File: src/rtl/ccd_pkg.sv
package ccd_pkg;
  // register slots inside one channel window; the order is decoded by software
  localparam int unsigned SLOT_W   = 3;
  localparam int unsigned W_CTRL   = 0;
  localparam int unsigned W_CNT    = 1;
  localparam int unsigned W_SRC_HI = 2;
  localparam int unsigned W_SRC_LO = 3;
  localparam int unsigned W_DST_HI = 4;
  localparam int unsigned W_DST_LO = 5;

  // control word fields
  localparam int unsigned B_EN   = 31;
  localparam int unsigned B_SZ   = 25;
  localparam int unsigned B_DINC = 24;
  localparam int unsigned B_SINC = 23;

  typedef enum logic [2:0] {
    MV_IDLE,
    MV_RREQ,
    MV_RWAIT,
    MV_WREQ,
    MV_FIN
  } mv_state_e;
endpackage

File: src/rtl/ccd_pick.sv
module ccd_pick #(
  parameter int unsigned NCH = 4,
  localparam int unsigned CW = (NCH > 1) ? $clog2(NCH) : 1
) (
  input  logic           clk,
  input  logic           rst_n,
  input  logic [NCH-1:0] req_i,
  output logic           any_o,
  output logic [CW-1:0]  idx_o
);
  logic [NCH:0]   blk;
  logic [NCH-1:0] gnt;

  assign blk[0] = 1'b0;
  for (genvar i = 0; i < NCH; i++) begin : g_chain
    assign gnt[i]   = req_i[i] & ~blk[i];
    assign blk[i+1] = blk[i] | req_i[i];
  end

  assign any_o = blk[NCH];

  always_comb begin
    idx_o = '0;
    for (int i = 0; i < NCH; i++) begin
      if (gnt[i]) idx_o = CW'(i);
    end
  end


  one_grant_chk: assert property (@(posedge clk) disable iff (!rst_n)
    $onehot0(gnt));


  lowest_first_chk: assert property (@(posedge clk) disable iff (!rst_n)
    any_o |-> ((req_i & ((NCH'(1) << idx_o) - NCH'(1))) == '0));
endmodule

File: src/rtl/ccd_regs.sv
module ccd_regs import ccd_pkg::*; #(
  parameter int unsigned NCH     = 4,
  parameter int unsigned REG_AW  = 6,
  parameter int unsigned REG_DW  = 32,
  parameter int unsigned CNT_W   = 16,
  parameter int unsigned MADDR_W = 64,
  localparam int unsigned CW       = (NCH > 1) ? $clog2(NCH) : 1,
  localparam int unsigned STAT_OFF = NCH * 8
) (
  input  logic               clk,
  input  logic               rst_n,
  input  logic               reg_we,
  input  logic [REG_AW-1:0]  reg_addr,
  input  logic [REG_DW-1:0]  reg_wdata,
  output logic [REG_DW-1:0]  reg_rdata,
  output logic [NCH-1:0]     pend_o,
  input  logic               take_i,
  input  logic [CW-1:0]      take_ch_i,
  input  logic               fin_i,
  input  logic [CW-1:0]      fin_ch_i,
  output logic [MADDR_W-1:0] job_src_o,
  output logic [MADDR_W-1:0] job_dst_o,
  output logic [CNT_W-1:0]   job_cnt_o,
  output logic [1:0]         job_sz_o,
  output logic               job_sinc_o,
  output logic               job_dinc_o
);
  logic [REG_DW-1:0] regs_q [NCH][8];
  logic [NCH-1:0]    pend_q;
  logic [NCH-1:0]    done_q;

  logic              in_ch;
  logic              at_stat;
  logic [CW-1:0]     hit_idx;
  logic [SLOT_W-1:0] slot;

  assign in_ch   = (reg_addr < REG_AW'(STAT_OFF));
  assign at_stat = (reg_addr == REG_AW'(STAT_OFF));
  assign hit_idx = reg_addr[SLOT_W+CW-1:SLOT_W];
  assign slot    = reg_addr[SLOT_W-1:0];

  always_ff @(posedge clk) begin
    if (!rst_n) begin
      for (int c = 0; c < NCH; c++)
        for (int k = 0; k < 8; k++) regs_q[c][k] <= '0;
      pend_q <= '0;
      done_q <= '0;
    end else begin
      if (reg_we && at_stat) done_q <= done_q & ~reg_wdata[NCH-1:0];
      for (int c = 0; c < NCH; c++) begin
        if (fin_i && fin_ch_i == CW'(c)) begin
          done_q[c] <= 1'b1;
          regs_q[c][W_CTRL][B_EN] <= 1'b0;
        end
        if (take_i && take_ch_i == CW'(c)) pend_q[c] <= 1'b0;
      end
      if (reg_we && in_ch) begin
        regs_q[hit_idx][slot] <= reg_wdata;
        if (slot == SLOT_W'(W_CTRL) && reg_wdata[B_EN] &&
            regs_q[hit_idx][W_CNT][CNT_W-1:0] != '0)
          pend_q[hit_idx] <= 1'b1;
      end
    end
  end

  always_comb begin
    reg_rdata = '0;
    if (in_ch)        reg_rdata = regs_q[hit_idx][slot];
    else if (at_stat) reg_rdata = {{(REG_DW-NCH){1'b0}}, done_q};
  end

  assign pend_o     = pend_q;
  assign job_src_o  = {regs_q[take_ch_i][W_SRC_HI], regs_q[take_ch_i][W_SRC_LO]};
  assign job_dst_o  = {regs_q[take_ch_i][W_DST_HI], regs_q[take_ch_i][W_DST_LO]};
  assign job_cnt_o  = regs_q[take_ch_i][W_CNT][CNT_W-1:0];
  assign job_sz_o   = regs_q[take_ch_i][W_CTRL][B_SZ+1:B_SZ];
  assign job_sinc_o = regs_q[take_ch_i][W_CTRL][B_SINC];
  assign job_dinc_o = regs_q[take_ch_i][W_CTRL][B_DINC];


  take_pending_chk: assert property (@(posedge clk) disable iff (!rst_n)
    take_i |-> pend_q[take_ch_i]);


  done_set_chk: assert property (@(posedge clk) disable iff (!rst_n)
    fin_i |=> done_q[$past(fin_ch_i)]);
endmodule

File: src/rtl/ccd_mover.sv
module ccd_mover import ccd_pkg::*; #(
  parameter int unsigned NCH     = 4,
  parameter int unsigned MADDR_W = 64,
  parameter int unsigned MDATA_W = 64,
  parameter int unsigned CNT_W   = 16,
  localparam int unsigned CW    = (NCH > 1) ? $clog2(NCH) : 1,
  localparam int unsigned LANES = MDATA_W / 8
) (
  input  logic               clk,
  input  logic               rst_n,
  input  logic               any_i,
  input  logic [CW-1:0]      pick_i,
  output logic               take_o,
  input  logic [MADDR_W-1:0] job_src_i,
  input  logic [MADDR_W-1:0] job_dst_i,
  input  logic [CNT_W-1:0]   job_cnt_i,
  input  logic [1:0]         job_sz_i,
  input  logic               job_sinc_i,
  input  logic               job_dinc_i,
  output logic               fin_o,
  output logic [CW-1:0]      fin_ch_o,
  output logic               mrd_req_valid,
  input  logic               mrd_req_ready,
  output logic [MADDR_W-1:0] mrd_addr,
  output logic [1:0]         mrd_size,
  input  logic               mrd_rsp_valid,
  output logic               mrd_rsp_ready,
  input  logic [MDATA_W-1:0] mrd_rsp_data,
  output logic               mwr_valid,
  input  logic               mwr_ready,
  output logic [MADDR_W-1:0] mwr_addr,
  output logic [1:0]         mwr_size,
  output logic [MDATA_W-1:0] mwr_data
);
  mv_state_e          state_q;
  logic [CW-1:0]      cur_ch_q;
  logic [MADDR_W-1:0] src_q, dst_q, step;
  logic [CNT_W-1:0]   left_q;
  logic [1:0]         sz_q;
  logic               sinc_q, dinc_q;
  logic [MDATA_W-1:0] buf_q, rsp_masked;

  assign step = MADDR_W'(4'd1 << sz_q);

  always_comb begin
    for (int b = 0; b < LANES; b++)
      rsp_masked[b*8 +: 8] = (32'(b) < (32'd1 << sz_q)) ? mrd_rsp_data[b*8 +: 8] : 8'h00;
  end

  always_ff @(posedge clk) begin
    if (!rst_n) begin
      state_q  <= MV_IDLE;
      cur_ch_q <= '0;
      src_q    <= '0;
      dst_q    <= '0;
      left_q   <= '0;
      sz_q     <= '0;
      sinc_q   <= 1'b0;
      dinc_q   <= 1'b0;
      buf_q    <= '0;
    end else begin
      case (state_q)
        MV_IDLE: if (any_i) begin
          cur_ch_q <= pick_i;
          src_q    <= job_src_i;
          dst_q    <= job_dst_i;
          left_q   <= job_cnt_i;
          sz_q     <= job_sz_i;
          sinc_q   <= job_sinc_i;
          dinc_q   <= job_dinc_i;
          state_q  <= MV_RREQ;
        end
        MV_RREQ: if (mrd_req_ready) state_q <= MV_RWAIT;
        MV_RWAIT: if (mrd_rsp_valid) begin
          buf_q   <= rsp_masked;
          state_q <= MV_WREQ;
        end
        MV_WREQ: if (mwr_ready) begin
          if (sinc_q) src_q <= src_q + step;
          if (dinc_q) dst_q <= dst_q + step;
          left_q  <= left_q - CNT_W'(1);
          state_q <= (left_q == CNT_W'(1)) ? MV_FIN : MV_RREQ;
        end
        MV_FIN:  state_q <= MV_IDLE;
        default: state_q <= MV_IDLE;
      endcase
    end
  end

  assign take_o        = (state_q == MV_IDLE) && any_i;
  assign fin_o         = (state_q == MV_FIN);
  assign fin_ch_o      = cur_ch_q;
  assign mrd_req_valid = (state_q == MV_RREQ);
  assign mrd_addr      = src_q;
  assign mrd_size      = sz_q;
  assign mrd_rsp_ready = (state_q == MV_RWAIT);
  assign mwr_valid     = (state_q == MV_WREQ);
  assign mwr_addr      = dst_q;
  assign mwr_size      = sz_q;
  assign mwr_data      = buf_q;


  rreq_hold_chk: assert property (@(posedge clk) disable iff (!rst_n)
    (mrd_req_valid && !mrd_req_ready) |=>
      (mrd_req_valid && $stable(mrd_addr) && $stable(mrd_size)));


  wreq_hold_chk: assert property (@(posedge clk) disable iff (!rst_n)
    (mwr_valid && !mwr_ready) |=>
      (mwr_valid && $stable(mwr_addr) && $stable(mwr_data) && $stable(mwr_size)));


  rsp_then_write_chk: assert property (@(posedge clk) disable iff (!rst_n)
    (mrd_rsp_valid && mrd_rsp_ready) |=> (mwr_valid && !mrd_req_valid));


  upper_lanes_zero_chk: assert property (@(posedge clk) disable iff (!rst_n)
    mwr_valid |-> ((mwr_data >> (32'd8 << mwr_size)) == '0));


  zero_count_chk: assert property (@(posedge clk) disable iff (!rst_n)
    take_o |-> (job_cnt_i != '0));
endmodule

File: src/rtl/chan_copy_dma.sv
module chan_copy_dma #(
  parameter int unsigned NCH     = 4,
  parameter int unsigned REG_AW  = 6,
  parameter int unsigned CNT_W   = 16,
  parameter int unsigned MADDR_W = 64,
  parameter int unsigned MDATA_W = 64,
  localparam int unsigned CW = (NCH > 1) ? $clog2(NCH) : 1
) (
  input  logic               clk,
  input  logic               rst_n,
  input  logic               reg_we,
  input  logic [REG_AW-1:0]  reg_addr,
  input  logic [31:0]        reg_wdata,
  output logic [31:0]        reg_rdata,
  output logic               mrd_req_valid,
  input  logic               mrd_req_ready,
  output logic [MADDR_W-1:0] mrd_addr,
  output logic [1:0]         mrd_size,
  input  logic               mrd_rsp_valid,
  output logic               mrd_rsp_ready,
  input  logic [MDATA_W-1:0] mrd_rsp_data,
  output logic               mwr_valid,
  input  logic               mwr_ready,
  output logic [MADDR_W-1:0] mwr_addr,
  output logic [1:0]         mwr_size,
  output logic [MDATA_W-1:0] mwr_data
);
  logic [NCH-1:0]     pend;
  logic               any, take, fin;
  logic [CW-1:0]      pick, fin_ch;
  logic [MADDR_W-1:0] job_src, job_dst;
  logic [CNT_W-1:0]   job_cnt;
  logic [1:0]         job_sz;
  logic               job_sinc, job_dinc;

  ccd_regs #(
    .NCH(NCH), .REG_AW(REG_AW), .REG_DW(32), .CNT_W(CNT_W), .MADDR_W(MADDR_W)
  ) u_regs (
    .clk(clk), .rst_n(rst_n),
    .reg_we(reg_we), .reg_addr(reg_addr), .reg_wdata(reg_wdata), .reg_rdata(reg_rdata),
    .pend_o(pend), .take_i(take), .take_ch_i(pick),
    .fin_i(fin), .fin_ch_i(fin_ch),
    .job_src_o(job_src), .job_dst_o(job_dst), .job_cnt_o(job_cnt),
    .job_sz_o(job_sz), .job_sinc_o(job_sinc), .job_dinc_o(job_dinc)
  );

  ccd_pick #(.NCH(NCH)) u_pick (
    .clk(clk), .rst_n(rst_n), .req_i(pend), .any_o(any), .idx_o(pick)
  );

  ccd_mover #(
    .NCH(NCH), .MADDR_W(MADDR_W), .MDATA_W(MDATA_W), .CNT_W(CNT_W)
  ) u_mover (
    .clk(clk), .rst_n(rst_n),
    .any_i(any), .pick_i(pick), .take_o(take),
    .job_src_i(job_src), .job_dst_i(job_dst), .job_cnt_i(job_cnt),
    .job_sz_i(job_sz), .job_sinc_i(job_sinc), .job_dinc_i(job_dinc),
    .fin_o(fin), .fin_ch_o(fin_ch),
    .mrd_req_valid(mrd_req_valid), .mrd_req_ready(mrd_req_ready),
    .mrd_addr(mrd_addr), .mrd_size(mrd_size),
    .mrd_rsp_valid(mrd_rsp_valid), .mrd_rsp_ready(mrd_rsp_ready),
    .mrd_rsp_data(mrd_rsp_data),
    .mwr_valid(mwr_valid), .mwr_ready(mwr_ready),
    .mwr_addr(mwr_addr), .mwr_size(mwr_size), .mwr_data(mwr_data)
  );
endmodule

File: config.mk
export PLATFORM = sky130hd
export DESIGN_NAME = chan_copy_dma
export DESIGN_NICKNAME = d
export VERILOG_FILES = /design/src/rtl/ccd_pkg.sv /design/src/rtl/ccd_pick.sv /design/src/rtl/ccd_regs.sv /design/src/rtl/ccd_mover.sv /design/src/rtl/chan_copy_dma.sv
export SDC_FILE = /design/constraint.sdc
export NUM_CORES = 2
export LEC_CHECK = 0
export ABC_AREA = 1
export CORE_MARGIN = 4
export CORE_UTILIZATION = 45
export CTS_CLUSTER_DIAMETER = 50
export DETAILED_ROUTE_END_ITERATION = 16
export DONT_BUFFER_PORTS = 1
export MAX_ROUTING_LAYER = met4
export PLACE_DENSITY_LB_ADDON = 0.12
export SKIP_LAST_GASP = 1
export SLEW_MARGIN = 20
export SYNTH_ARGS = -nofsm -noshare
export SYNTH_HDL_FRONTEND = slang
export SYNTH_SLANG_ARGS = --single-unit
File: constraint.sdc
create_clock -name clk -period 4.2 [get_ports clk]
set_clock_uncertainty 0.1 [all_clocks]
set_input_delay 0.84 -clock clk [delete_from_list [all_inputs] [get_ports clk]]
set_output_delay 0.84 -clock clk [all_outputs]
set_load 0.01 [all_outputs]
[Word level (Yosys, flattened, before mapping)]
Memory sizes are Yosys's and may differ from the RTL's.
Cells that the tools add are included.
Cells by class
  shift operators: 2
  $lt $le $gt $ge: 13
  add/sub/neg operators: 3
  reductions and logical operators: 31
  eq/ne operators: 18
  bitwise operators: 17
  mux-type cells: 72
Operator list (count)
  64-bit two-way mux: 6
  256-bit two-way mux: 1
  64-bit one-hot mux with 2 select lines: 2
  64-bit adder: 2
  3-bit by 32-bit less-than comparator with 1-bit output, first input constant: 4
  32-bit two-way mux: 4
  32-bit binary-select mux with 3-bit select: 1
  32-bit demux with 3-bit select: 1
  1-bit by 32-bit less-than comparator with 1-bit output, first input constant: 2
  2-bit by 32-bit less-than comparator with 1-bit output, first input constant: 2
  8-bit two-way mux: 8
  1-bit by 2-bit left shift with 64-bit output, first input constant: 1
  1-bit two-way mux: 33
  16-bit two-way mux: 2
  16-bit one-hot mux with 2 select lines: 1
  1-bit by 2-bit left shift with 32-bit output, first input constant: 1
  16-bit by 1-bit equality test with 1-bit output, second input constant: 1
  4-bit two-way mux: 4
  16-bit nonzero test: 1
  16-bit by 1-bit subtractor with 16-bit output, second input constant: 1
  1-bit logical AND: 15
  3-bit two-way mux: 5
  3-bit one-hot mux with 4 select lines: 1
  4-bit AND reduction: 3
  other kinds (27): 54
Word-level totals
  input bits: 108
  register bits: 225
  bits in writable memories: 1024
  memories kept: 1
Memory list
  u_regs.regs_q: words 4, bits a word 256, read ports 2, clocked after Yosys merged registers in 0, wr ports 5, line ccd_regs.sv:28  | logic [REG_DW-1:0] regs_q [NCH][8];

[Longest topological paths before layout]
  depth in word-level cells: 12
  mapped depth: 18
  mapped depth without buffers: 17

[Cells and area by module]
A second synthesis with hierarchy kept.
Unflattened totals
  cell total of the unflattened synthesis: 6959
  area, all modules: 61758.0 um^2
By module, submodules not included
  ccd_regs: sequential area each 30909.6 um^2, instances 1, cells each 4549, area an instance 47484.3 um^2
  ccd_mover: sequential area each 4344.2 um^2, instances 1, cells each 2401, area an instance 14224.9 um^2
  ccd_pick: sequential area each 0.0 um^2, instances 1, cells each 9, area an instance 48.8 um^2

[Least setup slack after synthesis]
OpenSTA, ideal clock, no wires.
  path kind: input port to flip-flop
  start: input port reg_addr[4]
  end: memory u_regs.regs_q[1][100] (netlist name), enable pin
  buffers on the path: 4
  library setup time: 389 ps
  data arrival time: 2752 ps
  path slack: 959 ps
  stages: 9
  cells stage by stage: inv_1 > nand2_1 > inv_2 > buf_2 > buf_2 > buf_2 > nand2_1 > clkbuf_1 > nand2_1
RTL lines
  start, declared: line chan_copy_dma.sv:12  | input logic [REG_AW-1:0] reg_addr,
  end, declared: line ccd_regs.sv:28

[Worst setup path after layout]
  start: input port reg_addr[4]
  end: output port reg_rdata[15]
Between the ends
  word-level cells in the longest chain between the ends: 5
RTL lines
  memory 4 x 256 bit
  32-bit binary-select mux with 3-bit select: line ccd_regs.sv:68  | if (in_ch) reg_rdata = regs_q[hit_idx][slot];
  32-bit two-way mux (not written as such) (2 in a row): line ccd_regs.sv:68
  32-bit two-way mux *: line ccd_regs.sv:68
  end, declared: line chan_copy_dma.sv:14  | output logic [31:0] reg_rdata,
Mark *: on every way between the ends. The rest lies on a longest branch, timed or not. The select of a mux whose other input is x is not followed.

==> results.py <==
metrics = {
    "pwr": {
        "clock_power_share_pct": 42.0,
        "combPwrFrac_pct": 10.4,
        "leakagePower_nw": 25.5,
        "p_sw_mw": 8.58,
        "peakVddDrop_uv": 311,
        "p_int_mw": 22.7,
        "p_per_area_nw_per_um2": 456,
        "swShare_pct": 27.4,
        "p_seq_share_pct": 47.6,
    },
    "cells_and_area": {
        "area_growth_pct": 13.6,
        "multi_input_comb_area_um2": 21700,
        "final_cell_count_no_fill": 8532,
        "seq_area_um2": 35300,
        "layout.cells.most_common": "nor2_1",
        "final_nets": 6753,
        "drive_gt1_share_pct": 9.33,
        "nFillCells": 12400,
        "final_cell_mix": "nor2_1 (1340), nand2_1 (1039), edfxtp_1 (1024)",
    },
    "floorplanning": {
        "die-area_um2": 140000,
        "die_h_um": 374,
        "fp-row-count": 134,
        "ios": 339,
        "initial_core_util_pct": 45.3,
        "die_x_um": 374,
        "core-area_um2": 133000,
    },
    "placed_design": {
        "dpl.cell_count": 8251,
        "port_buffers": 0,
        "dp_hpwl_um": 163000,
        "gp_congestion": 0.967,
    },
    "synth": {
        "ys_seq_area_share_pct": 58.4,
        "synth_top_area_share_pct": 50.9,
        "synth_flop_cell": "edfxtp_1",
        "ys_types": 51,
        "async_reset_ff_share_pct": 0,
        "netlist_top_cells_area": "edfxtp_1 (51%), nor2_1 (8.4%), dfxtp_1 (7.5%)",
        "syn_area_um2": 60400,
        "ys_seq_elements": 1249,
        "postSynthAreaPerCell_um2": 9.07,
        "synth_fp_nets": 6772,
        "yosysWarnings": 0,
        "synth_top_cell_by_area": "edfxtp_1",
        "syn_inst": 6656,
        "synth-edff-count": 1024,
    },
    "sta": {
        "finalHoldViolCount": 0,
        "fin_crit_ns": 4.25,
        "post-route-period-util_pct": 101,
        "timing.hold.ws_ns": 0.0995,
        "report.final.slew_viol_count": 0,
        "setup_tns_ns": -0.0528,
        "setup_slack_ns": -0.0528,
        "worst_pin_slew_ns": 1.17,
        "finalSetupViolations": 1,
        "rsz0062_at_grt": "true",
        "slew_headroom_pct": 21.8,
        "fmax_mhz": 235,
    },
    "grt": {
        "grt_pass1_vias": 49300,
        "track_usage_pct": 35.3,
        "antenna_found_initial": 11,
        "grt-ovfl-total": 0,
        "grt_pass1_wl_um": 355000,
        "grt_max_degree": 185,
    },
    "setup_path": {
        "arrival_ns": 3.31,
        "cp_data_required_time_ns": 3.26,
        "crit_path_frequent_cell": "buf_4",
        "end_kind": "primary output",
        "worstSetupPathType": "in -> out",
        "worstSetupStartpointType": "input port",
        "worst-path-buf-inv": 4,
        "path_delay_family": "buffers and inverters",
        "critPathSlowestCell": "buf_4",
        "path_max_fanout": 60,
        "max_stage_delay_ns": 0.48,
        "crit_chain": "nand2_2 > inv_8 > buf_4 > a22oi_1 > a21oi_1 > nor3_2 > a31oi_1 > buf_4 > buf_4",
    },
    "route": {
        "ant_nets": 0,
        "routed_wl_um": 249000,
        "dr.max_layer_used": "met4",
        "wl_met1_um": 97800,
        "wl_met2_um": 111000,
        "vias_per_cell": 6.23,
        "vias": 53200,
        "drt_iter0_markers": 7544,
        "drt_pass1_iterations": 8,
        "wl_met3_um": 29900,
        "wl_per_cell_um": 29.2,
        "drc": 0,
    },
    "clock_tree": {
        "cts_root_buffer": "clkbuf_16",
        "cts_buffer_depth": 3,
        "cts_tree": "yes",
        "clk_pin_slew_ns": 0.06,
        "cts_buffers": 152,
        "insertion_delay_ns": 0.79,
        "cts_setup_buffers": 0,
        "clock_sinks": 1249,
        "cts_max_level": 4,
    },
    "run_status": {
        "violations": "negative setup slack",
        "status": "complete, but fails checks",
    },
    "worst_hold_path": {
        "hp-class": "in -> reg",
    },
    "run": {
        "max_cap_violations": 0,
    },
}
-- through the flow --
| step | util (%) | setup WS [ns] | area (µm²) | total power [mW] |
|---|---|---|---|---|
| CTS | 51.4 | 0.0485 | 68600 | 31.3 |
| global route | 51.4 | -0.0859 | 68600 | 32.2 |
| detailed placement | 47.7 | -0.0860 | 63600 | 18.3 |
| floorplan | - | 0.959 | 60400 | 16.7 |
| finish | 51.4 | -0.0528 | 68600 | 31.3 |
| global placement | 47.7 | -0.0335 | 63600 | 18.3 |
-- area by class of cell --
type / count / area share, %
Timing Repair Buffer: 338 / 4.26
Antenna cell: 9 / 0.0328
Tap cell: 1768 / 3.22
Sequential cell: 1249 / 51.4
Multi-Input combinational cell: 4481 / 31.6
Clock buffer: 190 / 6.07
Clock inverter: 82 / 1.12
Inverter: 415 / 2.31
-- Yosys cell counts, types with 8 or more instances --
cell      count
o211ai_1     19
o21ai_1      37
nor2_1     1344
xnor2_1      29
nand4_1      95
dfxtp_1     225
nand2_1    1043
clkbuf_1    410
buf_2        55
a22oi_1     427
a21oi_1     492
xor2_1       31
o21ai_0     417
nor3_1       67
a21boi_0     10
nand3b_1     21
inv_2        21
a31oi_1      16
edfxtp_1   1024
a221oi_1     25
buf_1        41
nand3_1     200
inv_1       394
a41oi_1      14
ha_1          8
nor4_1       22
o22ai_1      89
o31ai_1       8
-- power groups by stage --
stage	Combinational (mW)	Sequential (mW)	Clock, mW
floorplan	1.86	14.8	0
global placement	3.13	15.1	0
detailed placement	3.15	15.1	0
CTS	3.17	14.9	13.2
global route	3.46	15.0	13.7
finish	3.24	14.9	13.1
-- timing repair --
item                       CTS  global route
hold buffers                 0             0
setup endpoints to repair    3             2
resized for setup            3             1
-- final timing paths --
path | start | endpoint | slack, ns | cells past startpoint
worst min-delay path | rst_n | u_mover.mwr_data[4] | 0.1 | 2
worst max-delay path | reg_addr[4] | reg_rdata[15] | -0.05 | 9
worst min register to register | u_regs.done_q[3] | u_regs.done_q[3] | 0.38 | 2
worst max register to register | u_regs.pend_o[0] | u_mover.mwr_addr[39] | 0.56 | 10
-- layer usage --
| metal | global-route usage (%) | vias up |
|---|---|---|
| met1 | 47.1 | 26100 |
| met4 | 13.6 | 0 |
| met3 | 8.65 | 466 |
| met5 | - | - |
| li1 | - | 23200 |
| met2 | 52.2 | 3410 |
-- worst register-to-register path, delay by kind of cell (launching register included) --
family | cells | cell delay [ns]
compound gates | 4 | 1.48
buf+inv | 3 | 0.94
simple gates | 3 | 0.73
flops | 1 | 0.33
-- sequential cells by signal, summed over array words and instances, names as in the netlist --
signal	flops
u_regs.pend_o	4
u_mover.mwr_addr	64
u_regs.regs_q	1024
u_regs.done_q	4
u_mover.mrd_addr	64
u_mover.mwr_data	64
u_mover.fin_ch_o	2
u_mover.sinc_q	1
u_mover.dinc_q	1
u_mover.state_q	3
u_mover.mrd_size	2
u_mover.left_q	16
-- logic make-up after synthesis --
| family | synth area share [%] |
|---|---|
| DFF | 58.4 |
| buffers and inverters | 5.89 |
| AOI/OAI and AO/OA | 15.8 |
| xor gates and xnor gates | 0.870 |
| adders and majority gates | 0.166 |
| and+or+nand+nor | 18.9 |
Power figures use the tool's default switching activity.
